File: src/rtl/blkdev_pkg.sv
package blkdev_pkg;
  localparam int REG_W = 32;

  typedef enum logic [3:0] {
    SEL_BUF_LO = 4'd0,
    SEL_COUNT  = 4'd1,
    SEL_LBA    = 4'd2,
    SEL_OP     = 4'd3,
    SEL_STATUS = 4'd4,
    SEL_IRQEN  = 4'd5,
    SEL_DEVSZ  = 4'd6,
    SEL_BLKSZ  = 4'd7,
    SEL_BUF_HI = 4'd8,
    SEL_NONE   = 4'd15
  } reg_sel_e;

  localparam logic [2:0] ST_IDLE = 3'd0;
  localparam logic [2:0] ST_BUSY = 3'd1;

  localparam logic [REG_W-1:0] OPC_TO_MEM   = 32'd1;
  localparam logic [REG_W-1:0] OPC_FROM_MEM = 32'd2;

  function automatic logic is_done(input logic [2:0] st);
    return (st >= 3'd2) && (st <= 3'd5);
  endfunction

  // registers frozen while a transfer is pending or running
  function automatic logic is_locked(input reg_sel_e s);
    return (s == SEL_BUF_LO) || (s == SEL_COUNT) || (s == SEL_LBA) ||
           (s == SEL_OP) || (s == SEL_BUF_HI);
  endfunction
endpackage

File: src/rtl/blkdev_decode.sv
module blkdev_decode
  import blkdev_pkg::*;
#(
  parameter int ADDR_W = 6
) (
  input  logic [ADDR_W-1:0] addr,
  input  logic              write,
  output reg_sel_e          sel,
  output logic              err
);
  localparam int IDX_W = ADDR_W - 2;
  localparam int LAST_IDX = 8;

  logic [IDX_W-1:0] idx;
  assign idx = addr[ADDR_W-1:2];

  always_comb begin
    sel = SEL_NONE;
    if (addr[1:0] == 2'b00 && int'(idx) <= LAST_IDX)
      sel = reg_sel_e'(4'(idx));
  end

  always_comb begin
    err = 1'b0;
    if (sel == SEL_NONE) err = 1'b1;
    else if (write && (sel == SEL_STATUS || sel == SEL_DEVSZ || sel == SEL_BLKSZ))
      err = 1'b1;
    else if (!write && sel == SEL_OP) err = 1'b1;
  end
endmodule

File: src/rtl/blkdev_cfg.sv
module blkdev_cfg
  import blkdev_pkg::*;
#(
  parameter int HI_W = 8
) (
  input  logic             clk,
  input  logic             rst_n,
  input  logic             wr_en,
  input  reg_sel_e         sel,
  input  logic [REG_W-1:0] wdata,
  input  logic             busy,
  output logic [REG_W-1:0] buf_lo,
  output logic [HI_W-1:0]  buf_hi,
  output logic [REG_W-1:0] count,
  output logic [REG_W-1:0] lba,
  output logic             irq_en,
  output logic             start,
  output logic             dir
);
  logic allow;
  assign allow = wr_en && !(busy && is_locked(sel));

  always_ff @(posedge clk or negedge rst_n) begin
    if (!rst_n) begin
      buf_lo <= '0;
      buf_hi <= '0;
      count  <= '0;
      lba    <= '0;
      irq_en <= 1'b1;
      start  <= 1'b0;
      dir    <= 1'b0;
    end else begin
      start <= 1'b0;
      if (allow) begin
        unique case (sel)
          SEL_BUF_LO: buf_lo <= wdata;
          SEL_BUF_HI: buf_hi <= wdata[HI_W-1:0];
          SEL_COUNT:  count  <= wdata;
          SEL_LBA:    lba    <= wdata;
          SEL_IRQEN:  irq_en <= |wdata;
          SEL_OP: begin
            if (wdata == OPC_TO_MEM || wdata == OPC_FROM_MEM) begin
              start <= 1'b1;
              dir   <= (wdata == OPC_FROM_MEM);
            end
          end
          default: ;
        endcase
      end
    end
  end
endmodule

File: src/rtl/blkdev_rsp_slot.sv
module blkdev_rsp_slot
  import blkdev_pkg::*;
#(
  parameter int SRC_W = 8,
  parameter int TRD_W = 4,
  parameter int PKT_W = 4
) (
  input  logic             clk,
  input  logic             rst_n,
  input  logic             load,
  input  logic [REG_W-1:0] in_rdata,
  input  logic             in_err,
  input  logic [SRC_W-1:0] in_src,
  input  logic [TRD_W-1:0] in_trd,
  input  logic [PKT_W-1:0] in_pkt,
  input  logic             take,
  output logic             valid,
  output logic [REG_W-1:0] rdata,
  output logic             err,
  output logic [SRC_W-1:0] src,
  output logic [TRD_W-1:0] trd,
  output logic [PKT_W-1:0] pkt
);
  always_ff @(posedge clk or negedge rst_n) begin
    if (!rst_n) begin
      valid <= 1'b0;
      rdata <= '0;
      err   <= 1'b0;
      src   <= '0;
      trd   <= '0;
      pkt   <= '0;
    end else if (load) begin
      valid <= 1'b1;
      rdata <= in_err ? '0 : in_rdata;
      err   <= in_err;
      src   <= in_src;
      trd   <= in_trd;
      pkt   <= in_pkt;
    end else if (take) begin
      valid <= 1'b0;
    end
  end
endmodule

File: src/rtl/blkdev_regs.sv
module blkdev_regs
  import blkdev_pkg::*;
#(
  parameter int          ADDR_W      = 6,
  parameter int          BUF_ADDR_W  = 40,
  parameter int          SRC_W       = 8,
  parameter int          TRD_W       = 4,
  parameter int          PKT_W       = 4,
  parameter int unsigned DEV_BLOCKS  = 65536,
  parameter int unsigned BLOCK_BYTES = 512
) (
  input  logic                  clk,
  input  logic                  rst_n,
  input  logic                  req_valid,
  output logic                  req_ready,
  input  logic                  req_write,
  input  logic [ADDR_W-1:0]     req_addr,
  input  logic [31:0]           req_wdata,
  input  logic [SRC_W-1:0]      req_srcid,
  input  logic [TRD_W-1:0]      req_trdid,
  input  logic [PKT_W-1:0]      req_pktid,
  output logic                  rsp_valid,
  input  logic                  rsp_ready,
  output logic [31:0]           rsp_rdata,
  output logic                  rsp_err,
  output logic [SRC_W-1:0]      rsp_srcid,
  output logic [TRD_W-1:0]      rsp_trdid,
  output logic [PKT_W-1:0]      rsp_pktid,
  output logic                  eng_start,
  output logic                  eng_dir,
  output logic [BUF_ADDR_W-1:0] eng_buf_addr,
  output logic [31:0]           eng_count,
  output logic [31:0]           eng_lba,
  input  logic [2:0]            eng_state,
  output logic                  eng_clear,
  output logic                  irq
);
  localparam int HI_W = BUF_ADDR_W - REG_W;

  reg_sel_e         sel;
  logic             dec_err;
  logic             accept;
  logic             done;
  logic             busy;
  logic             ack_hit;
  logic             ack_held;
  logic [REG_W-1:0] rd_mux;
  logic [REG_W-1:0] buf_lo;
  logic [HI_W-1:0]  buf_hi;
  logic             irq_en;

  assign req_ready = !rsp_valid || rsp_ready;
  assign accept    = req_valid && req_ready;
  assign done      = is_done(eng_state);
  assign busy      = (eng_state != ST_IDLE) || eng_start;
  assign ack_hit   = accept && !req_write && (sel == SEL_STATUS) && done;

  blkdev_decode #(.ADDR_W(ADDR_W)) u_dec (
    .addr  (req_addr),
    .write (req_write),
    .sel   (sel),
    .err   (dec_err)
  );

  blkdev_cfg #(.HI_W(HI_W)) u_cfg (
    .clk    (clk),
    .rst_n  (rst_n),
    .wr_en  (accept && req_write && !dec_err),
    .sel    (sel),
    .wdata  (req_wdata),
    .busy   (busy),
    .buf_lo (buf_lo),
    .buf_hi (buf_hi),
    .count  (eng_count),
    .lba    (eng_lba),
    .irq_en (irq_en),
    .start  (eng_start),
    .dir    (eng_dir)
  );

  always_comb begin
    rd_mux = '0;
    if (!req_write) begin
      unique case (sel)
        SEL_BUF_LO: rd_mux = buf_lo;
        SEL_BUF_HI: rd_mux = REG_W'(buf_hi);
        SEL_COUNT:  rd_mux = eng_count;
        SEL_LBA:    rd_mux = eng_lba;
        SEL_STATUS: rd_mux = REG_W'(eng_state);
        SEL_IRQEN:  rd_mux = REG_W'(irq_en);
        SEL_DEVSZ:  rd_mux = REG_W'(DEV_BLOCKS);
        SEL_BLKSZ:  rd_mux = REG_W'(BLOCK_BYTES);
        default:    rd_mux = '0;
      endcase
    end
  end

  blkdev_rsp_slot #(.SRC_W(SRC_W), .TRD_W(TRD_W), .PKT_W(PKT_W)) u_rsp (
    .clk      (clk),
    .rst_n    (rst_n),
    .load     (accept),
    .in_rdata (rd_mux),
    .in_err   (dec_err),
    .in_src   (req_srcid),
    .in_trd   (req_trdid),
    .in_pkt   (req_pktid),
    .take     (rsp_ready),
    .valid    (rsp_valid),
    .rdata    (rsp_rdata),
    .err      (rsp_err),
    .src      (rsp_srcid),
    .trd      (rsp_trdid),
    .pkt      (rsp_pktid)
  );

  // completion acknowledgement: held until the engine leaves the done states
  always_ff @(posedge clk or negedge rst_n) begin
    if (!rst_n) begin
      ack_held  <= 1'b0;
      eng_clear <= 1'b0;
    end else begin
      eng_clear <= ack_hit;
      if (ack_hit) ack_held <= 1'b1;
      else if (!done) ack_held <= 1'b0;
    end
  end

  assign eng_buf_addr = {buf_hi, buf_lo};
  assign irq          = irq_en && done && !ack_held;
endmodule

File: config.mk
export PLATFORM = sky130hd
export DESIGN_NAME = blkdev_regs
export DESIGN_NICKNAME = d
export VERILOG_FILES = /design/src/rtl/blkdev_pkg.sv /design/src/rtl/blkdev_decode.sv /design/src/rtl/blkdev_cfg.sv /design/src/rtl/blkdev_rsp_slot.sv /design/src/rtl/blkdev_regs.sv
export SDC_FILE = /design/constraint.sdc
export NUM_CORES = 1
export LEC_CHECK = 0
export BUFFER_PORTS_ARGS = -buffer_cell sky130_fd_sc_hd__buf_2
export CAP_MARGIN = 25
export CORE_MARGIN = 2
export CORE_UTILIZATION = 54
export CTS_BUF_LIST = sky130_fd_sc_hd__clkbuf_8
export CTS_CLUSTER_SIZE = 28
export DETAILED_ROUTE_END_ITERATION = 10
export PLACE_DENSITY_LB_ADDON = 0.08
export REMOVE_ABC_BUFFERS = 1
export SETUP_SLACK_MARGIN = 0.15
export SLEW_MARGIN = 5
export SYNTH_ARGS = -nofsm -noshare
export SYNTH_HDL_FRONTEND = slang
export SYNTH_HIERARCHICAL = 1
export SYNTH_SLANG_ARGS = --single-unit
File: constraint.sdc
create_clock -name clk -period 2.35 [get_ports clk]
set_input_delay 0.47 -clock clk [delete_from_list [all_inputs] [get_ports clk]]
set_output_delay 0.47 -clock clk [all_outputs]
set_load 0.02 [all_outputs]
==> results of run 1 <==
cell usage in the layout (no fill, tap or decap), types with 3 or more instances in the layout:
| cell | instances |
|---|---|
| nor4_1 | 8 |
| nand3b_1 | 31 |
| a21oi_2 | 4 |
| nor2_1 | 39 |
| nor2b_1 | 3 |
| mux2i_1 | 14 |
| buf_2 | 218 |
| mux2_4 | 40 |
| o21ai_0 | 19 |
| o21ai_1 | 24 |
| buf_12 | 11 |
| clkbuf_16 | 3 |
| inv_1 | 37 |
| clkinvlp_4 | 6 |
| a22o_1 | 4 |
| a21oi_1 | 11 |
| clkbuf_8 | 19 |
| dfrtp_1 | 158 |
| o22a_1 | 5 |
| or2_4 | 3 |
| nor2_2 | 8 |
| nand4_1 | 4 |
| buf_4 | 36 |
| nand2_1 | 13 |
| a22oi_1 | 21 |
| nand2b_1 | 4 |
| mux2_2 | 90 |
| buf_6 | 19 |
repair_timing:
item | in CTS | in global routing
endpoints found under the hold margin | 42 | 0
setup endpoints to repair | 138 | 132
hold buffers | 1 | 0
cloned | 3 | 6
setup buffers | 3 | 5
pin swaps | 11 | 9
gates resized for setup | 17 | 73
stage by stage:
step	power, W	util [%]	cells
final	0.005361	75.37	1078
after global routing	0.005550	75.37	1078
after CTS	0.005379	72.21	1067
after detailed placement	0.003358	67.85	1028
after global placement	0.003344	67.85	1028
after floorplan	0.003083	-	580
cell usage after synthesis, types with 10 or more instances:
cell type and n:
mux2_2 113, o21ai_1 23, mux2i_1 14, nand3b_1 31, o21ai_0 21, dfrtp_1 158
nand2_1 13, mux2_4 17, nor2_1 48, inv_1 37, a21oi_1 15, buf_2 21
a22oi_1 21, nor4_1 10
cell type report:
cell class | instances | area [sq um] | area share (%)
sequential | 159 | 3980 | 39.56
multi-input combinational | 383 | 3374 | 33.54
timing repair buffer | 290 | 1941 | 19.29
clock buffer | 19 | 261.5 | 2.600
tap | 176 | 220.2 | 2.189
inverter | 38 | 142.6 | 1.418
clock inverter | 13 | 140.1 | 1.393
worst min-delay path by stage:
stage | startpoint | to | slack [ps]
4_1_cts | rsp_ready | u_rsp/valid | 210
6_report | rsp_ready | u_rsp/valid | 230
3_5_place_dp | rst_n | u_rsp/rdata[4] | 440
2_1_floorplan | rst_n | ack_held | 170
3_3_place_gp | rst_n | u_rsp/rdata[4] | 430
5_1_grt | req_pktid[1] | u_rsp/pkt[1] | 230
per-layer routing:
layer	GRT usage, %	wire length, um	part of all wire, %	vias up
met5	0	0	0	-
met4	10.42	533	2.4	0
met2	47.16	10720	48	273
li1	-	-	-	2725
met3	8.130	1806	8.1	40
met1	38.56	9277	42	3024
power by group through the flow:
stage / sequential [W] / clock (W) / combinational (W)
2_1_floorplan: 0.00292 / 0 / 0.000168
3_3_place_gp: 0.00285 / 0 / 0.000491
3_5_place_dp: 0.00286 / 0 / 0.000500
4_1_cts: 0.00280 / 0.00206 / 0.000513
5_1_grt: 0.00281 / 0.00217 / 0.000569
6_report: 0.00280 / 0.00203 / 0.000528
kinds of logic (layout without fill, tap and decap cells):
logic type | Yosys count | after routing
XOR/XNOR | 2 | 2
buffers and inverters | 76 | 360
AO/OA/AOI/OAI | 99 | 99
multiplexers | 144 | 144
flip-flops | 159 | 159
AND/OR/NAND/NOR | 138 | 138
state kept, by name (all words and copies together), names as in the netlist, 4 cells and up:
register	count
u_rsp/rdata	32
u_rsp/src	8
u_cfg/count	32
u_cfg/buf_lo	32
u_rsp/pkt	4
u_cfg/lba	32
u_rsp/trd	4
u_cfg/buf_hi	8
==> summary.md, run 1 <==
| Metric | Value |
|---|---|
| Multiplexer share of the synthesized area | `22.45%` |
| Pre-CTS setup slack | `-579.6 ps` |
| Vias in the first global route | `6,012` |
| Slew Viols, Final | `0` |
| Mean Syn Cell Area | `12.02 sq um` |
| Crit Path Category | `in2reg` |
| Critical Path Start | `req_addr[3]` |
| Total number of vias | `6,062` |
| Worst VDD drop | `0.0003985 V` |
| Die ar. | `14,710 sq um` |
| Clock share of power | `37.9%` |
| Cell area after placement | `9056 sq um` |
| Synth Area in XOR/XNOR | `0.2358%` |
| Top post-synthesis cells by area | `dfrtp_1 (53%), mux2_2 (17%), mux2_4 (3.4%)` |
| PwrDens | `532.9 nW/um^2` |
| Htree depth | `4` |
| Post-synth top area cell | `dfrtp_1` |
| Worst-skew pair later-pin latency | `450 ps` |
| DR WL/cell | `20.72 um` |
| Main combinational cell family by area after synthesis | `multiplexers` |
| Post-synth top flop | `dfrtp_1` |
| RSZ-0062 raised after global routing | `yes` |
| Synthesized instance count | `618` |
| Post-synthesis sequential area ratio | `53.58%` |
| Adder-Cell Fraction of Synth Area | `0%` |
| Final min period | `2321 ps` |
| Synth warn | `6` |
| Worst r2r path cells | `6` |
| Fin area | `10,060 sq um` |
| Overall routing resource usage | `29.42%` |
| Leakage | `5.329 nW` |
| CP endpoint kind | `register` |
| Largest net degree at the start of global routing | `65` |
| WHS | `228.3 ps` |
| Routed Antenna Nets | `0` |
| Reg2reg end | `u_cfg/lba[9]` |
| Ys async rst share | `100.0%` |
| Reg power frac | `52.3%` |
| CP Depth | `11` |
| Input/output buffers | `220` |
| RD Place Congestion | `0.8840` |
| Starting density of the core | `55.65%` |
| Psw | `0.001365 W` |
| Startpoint types | `input port` |
| Synthesis-stage register bit count | `159` |
| Number of synthesized flops with an enable pin | `0` |
| Slowest-stage cell, CP | `or3_4` |
| Crit Path Max Fanout | `4` |
| Drt drc | `0` |
| P_int | `0.003996 W` |
| Clock Path Buffers | `2` |
| DRT Pass-1 Iters | `5` |
| Worst-path cell chain | `buf_6 -> or3_4 -> a211o_1 -> or2_4 -> buf_6 -> or3_4 -> or3b_1 -> o221a_2 -> nor2_1 -> nand3b_1 -> o21ai_1` |
| CP bufs+invs | `2` |
| Die height | `121.3 um` |
| Worst EP arrival | `2710 ps` |
| Top cell type's share of synthesized area | `53.23%` |
| Layout cells sized above 1 | `54.43%` |
| Worst rel slew slack | `62.17%` |
| Worst reg2reg setup slack | `90 ps` |
| Post-synth cell types | `51` |
| Crit-path max cell delay | `370 ps` |
| Worst Tran Pin Value | `562.3 ps` |
| Core area | `13,350 sq um` |
| Maximum capacitance violations | `0` |
| Crit path setup slack, layout | `28.67 ps` |
| Setup TNS | `0 ps` |
| Status | `complete, no violations` |
| Post-synthesis simple-gate area fraction | `10.59%` |
| Hold Crit Class | `in2reg` |
| Switching Fraction | `25.46%` |
| Via-per-instance ratio | `5.623` |
| N_diodes | `0` |
| CTS Sinks | `159` |
| Die Wd | `121.3 um` |
| Setup-failing EPs final | `0` |
| CP required | `2730 ps` |
| Logic pwr share | `9.8%` |
| Remaining global-route overflow | `0` |
| Number of fill cells | `913` |
| Placed wire-length estimate | `14.45 mm` |
| Fin nets | `951` |
| Crit path max-delay family | `simple AND/OR/NAND/NOR gates` |
| Fmax | `0.4308 GHz` |
| TritonCTS clock tree | `done` |
| TritonCTS Buffers | `17` |
| Total Wirelength | `22.34 mm` |
| Hold path cells | `2` |
| Critical Path Sink | `u_rsp/rdata[9]` |
| Synthesized area | `7428 sq um` |
| Initial DRC Count | `399` |
| Reg-to-reg critical path startpoint | `u_cfg/start` |
| Initial antenna violation count | `0` |
| # IOs | `221` |
| Final hold viol count | `0` |
| Site Rows | `42` |
| Clk slew on worst S/H paths | `80 ps` |
| CTS root buf | `clkbuf_8` |
| Synth-to-Final Area Change | `35.42%` |
| Compound-cell area share of the yosys netlist | `8.270%` |
| Period utilization | `98.78%` |
| First-pass GRT wire length | `32.74 mm` |
| Clock skew | `9.825 ps` |
No activity file was read; power rests on OpenSTA's default activity.
==> run 2: changes to the inputs <==
Settings changed: SETUP_SLACK_MARGIN 0.15 to 0.4.
==> run 2 against run 1 <==
Effect of this change: the run now ends with negative setup slack left; combinational power about the same; sequential share of layout area decreased by 0.91 points; global-route usage increased by 2.1 points; setup slack got worse by 54 ps; cell count increased by 1.3%; clock skew decreased by 2.4 ps; utilization increased by 1.8 points; cell area increased by 2.4%; die area unchanged; flip-flop and latch count unchanged; first-iteration DRC count increased by 7.8%; clock-buffer cell count unchanged; critical path type unchanged; largest cell class unchanged.
==> summary.md, run 2 (synthesized netlist as in run 1, its figures left out) <==
| Metric | Value |
|---|---|
| Slowest-stage cell, CP | `or3_4 (unchanged)` |
| Reg-to-reg critical path startpoint | `u_cfg/start (unchanged)` |
| Worst Hold Path EP | `u_rsp/valid (unchanged)` |
| Fmax | `0.4211 GHz (was 0.4308 GHz)` |
| Die height | `121.3 um (unchanged)` |
| Worst Tran Pin Value | `535.2 ps (was 562.3 ps)` |
| First-pass GRT wire length | `34.85 mm (was 32.74 mm)` |
| # IOs | `221 (unchanged)` |
| Fin cells | `1,092 (was 1,078)` |
| Initial DRC Count | `430 (was 399)` |
| RSZ-0062 raised after global routing | `yes (unchanged)` |
| Slew Viols, Final | `0 (unchanged)` |
| Reg2reg end | `u_cfg/count[27] (was u_cfg/lba[9])` |
| Worst reg2reg setup slack | `60 ps (was 90 ps)` |
| Worst EP arrival | `2710 ps (about the same)` |
| Largest net degree at the start of global routing | `65 (unchanged)` |
| CTS Sinks | `159 (unchanged)` |
| Core area | `13,350 sq um (unchanged)` |
| Leakage | `5.399 nW (was 5.329 nW)` |
| Pre-CTS setup slack | `-579.6 ps (unchanged)` |
| Placed wire-length estimate | `14.45 mm (unchanged)` |
| Worst rel slew slack | `63.99% (was 62.17%)` |
| Fin nets | `965 (was 951)` |
| Worst r2r path cells | `7 (was 6)` |
| CP required | `2690 ps (was 2730 ps)` |
| Site Rows | `42 (unchanged)` |
| HP Start | `rsp_ready (unchanged)` |
| N_diodes | `0 (unchanged)` |
| DRT Pass-1 Iters | `5 (unchanged)` |
| Failing checks | `negative setup slack` |
| DR WL/cell | `21.28 um (was 20.72 um)` |
| Worst VDD drop | `0.0003996 V (was 0.0003985 V)` |
| Crit path setup slack, layout | `-24.91 ps (was 28.67 ps)` |
| Period utilization | `101.1% (was 98.78%)` |
| P_int | `0.003997 W (was 0.003996 W)` |
| Routed Antenna Nets | `0 (unchanged)` |
| Clock Path Buffers | `2 (unchanged)` |
| Final min period | `2375 ps (was 2321 ps)` |
| Crit-path max cell delay | `370 ps (about the same)` |
| Total number of vias | `6,228 (was 6,062)` |
| Synth-to-Final Area Change | `38.61% (was 35.42%)` |
| Crit Path Category | `in2reg (unchanged)` |
| Final hold viol count | `0 (unchanged)` |
| Worst-path cell chain | `buf_6 -> or3_4 -> a211o_1 -> or2_4 -> nor4b_4 -> buf_4 -> nand3b_4 -> buf_12 -> buf_16 -> mux2_2 (was buf_6 -> or3_4 -> a211o_1 -> or2_4 -> buf_6 -> or3_4 -> or3b_1 -> o221a_2 -> nor2_1 -> nand3b_1 -> o21ai_1)` |
| Switching Fraction | `25.53% (was 25.46%)` |
| Maximum capacitance violations | `0 (unchanged)` |
| Critical Path Start | `req_addr[3] (unchanged)` |
| Worst-skew pair later-pin latency | `450 ps (about the same)` |
| Placed cell count | `1,028 (unchanged)` |
| Most common cell after layout, fill and taps aside | `buf_2 (unchanged)` |
| Die ar. | `14,710 sq um (unchanged)` |
| Startpoint types | `input port (unchanged)` |
| Input/output buffers | `220 (unchanged)` |
| RD Place Congestion | `0.8840 (unchanged)` |
| Clk slew on worst S/H paths | `80 ps (about the same)` |
| Setup-failing EPs final | `21 (was 0)` |
| Most frequent cells in the layout | `buf_2 (217), dfrtp_1 (158), mux2_2 (112) (was buf_2 (218), dfrtp_1 (158), mux2_2 (90))` |
| PwrDens | `521.3 nW/um^2 (was 532.9 nW/um^2)` |
| Layout cells sized above 1 | `55.46% (was 54.43%)` |
| TritonCTS Buffers | `17 (unchanged)` |
| Crit Path Max Fanout | `8 (was 4)` |
| Remaining global-route overflow | `0 (unchanged)` |
| Die Wd | `121.3 um (unchanged)` |
| Hold Crit Class | `in2reg (unchanged)` |
| Via-per-instance ratio | `5.703 (was 5.623)` |
| Overall routing resource usage | `31.50% (was 29.42%)` |
| TritonCTS clock tree | `done (unchanged)` |
| Htree depth | `4 (unchanged)` |
| Vias in the first global route | `6,203 (was 6,012)` |
| Reg power frac | `52.2% (was 52.3%)` |
| Hold path cells | `2 (unchanged)` |
| CP endpoint kind | `register (unchanged)` |
| Logic pwr share | `9.9% (was 9.8%)` |
| Clock skew | `7.473 ps (was 9.825 ps)` |
| Drt drc | `0 (unchanged)` |
| Clock share of power | `37.9% (about the same)` |
| Initial antenna violation count | `0 (unchanged)` |
| Psw | `0.001371 W (was 0.001365 W)` |
| Total Wirelength | `23.24 mm (was 22.34 mm)` |
| WHS | `226.6 ps (was 228.3 ps)` |
| Starting density of the core | `55.65% (unchanged)` |
| Status | `finished, violations left (was complete, no violations)` |
| CTS root buf | `clkbuf_8 (unchanged)` |
==> run 2: repair_timing <==
item                                   CTS  global route
pin swaps                               12             5
endpoints found under the hold margin   42             0
setup buffers                            9             9
resized for setup                       49            41
hold buffers                             1             0
cloned                                  11             2
setup endpoints to repair              140           140
==> run 2: worst max-delay path by stage <==
stage | end | depth (start not counted)
global placement | u_rsp/rdata[9] | 11
finish | u_cfg/count[27] | 10
CTS | u_rsp/rdata[9] | 11
floorplan | u_cfg/count[10] | 7
detailed placement | u_rsp/rdata[9] | 11
global route | u_cfg/count[20] | 12
==> run 2: layer usage <==
layer  up-vias  GRT usage (%)  routed length, um  part of all wire [%]
met1      3095          41.58               9512                    41
met4         0          12.50                722                   3.1
met5         -              0                  0                     0
met2       315          50.28              11110                    48
li1       2762              -                  -                     -
met3        56          7.660               1888                   8.1
==> run 2: critical path: cells and delay by family <==
kind                   cells  cell delay, ps
buffers and inverters      4             590
multiplexers               1             290
AND/OR/NAND/NOR            4            1030
AO/OA/AOI/OAI              1             300
==> run 2: cell type report <==
type,instances,area [sq um]
flip-flops and latches,159,3980
inverters,38,142.6
repair buffers,304,2250
well taps,176,220.2
clock inverters,13,140.1
clock buffers,19,261.5
fillers,877,3052
multi-input cells,383,3302
==> run 2: power groups by stage <==
stage               Sequential (W)  Clock [W]  Combinational (W)
floorplan                  0.00292          0           0.000168
global placement           0.00285          0           0.000491
detailed placement         0.00286          0           0.000500
CTS                        0.00280    0.00206           0.000520
global route               0.00281    0.00217           0.000573
finish                     0.00280    0.00203           0.000531
==> run 2: per-stage QoR <==
stage	util [%]	total power (W)	TNS, ps	area, sq um
floorplan	-	0.003083	-119120	7209
global placement	67.85	0.003344	-57550	9056
detailed placement	67.85	0.003358	-64330	9056
CTS	75.23	0.005385	0	10040
global route	77.14	0.005556	-2779	10300
finish	77.14	0.005368	-349.9	10300
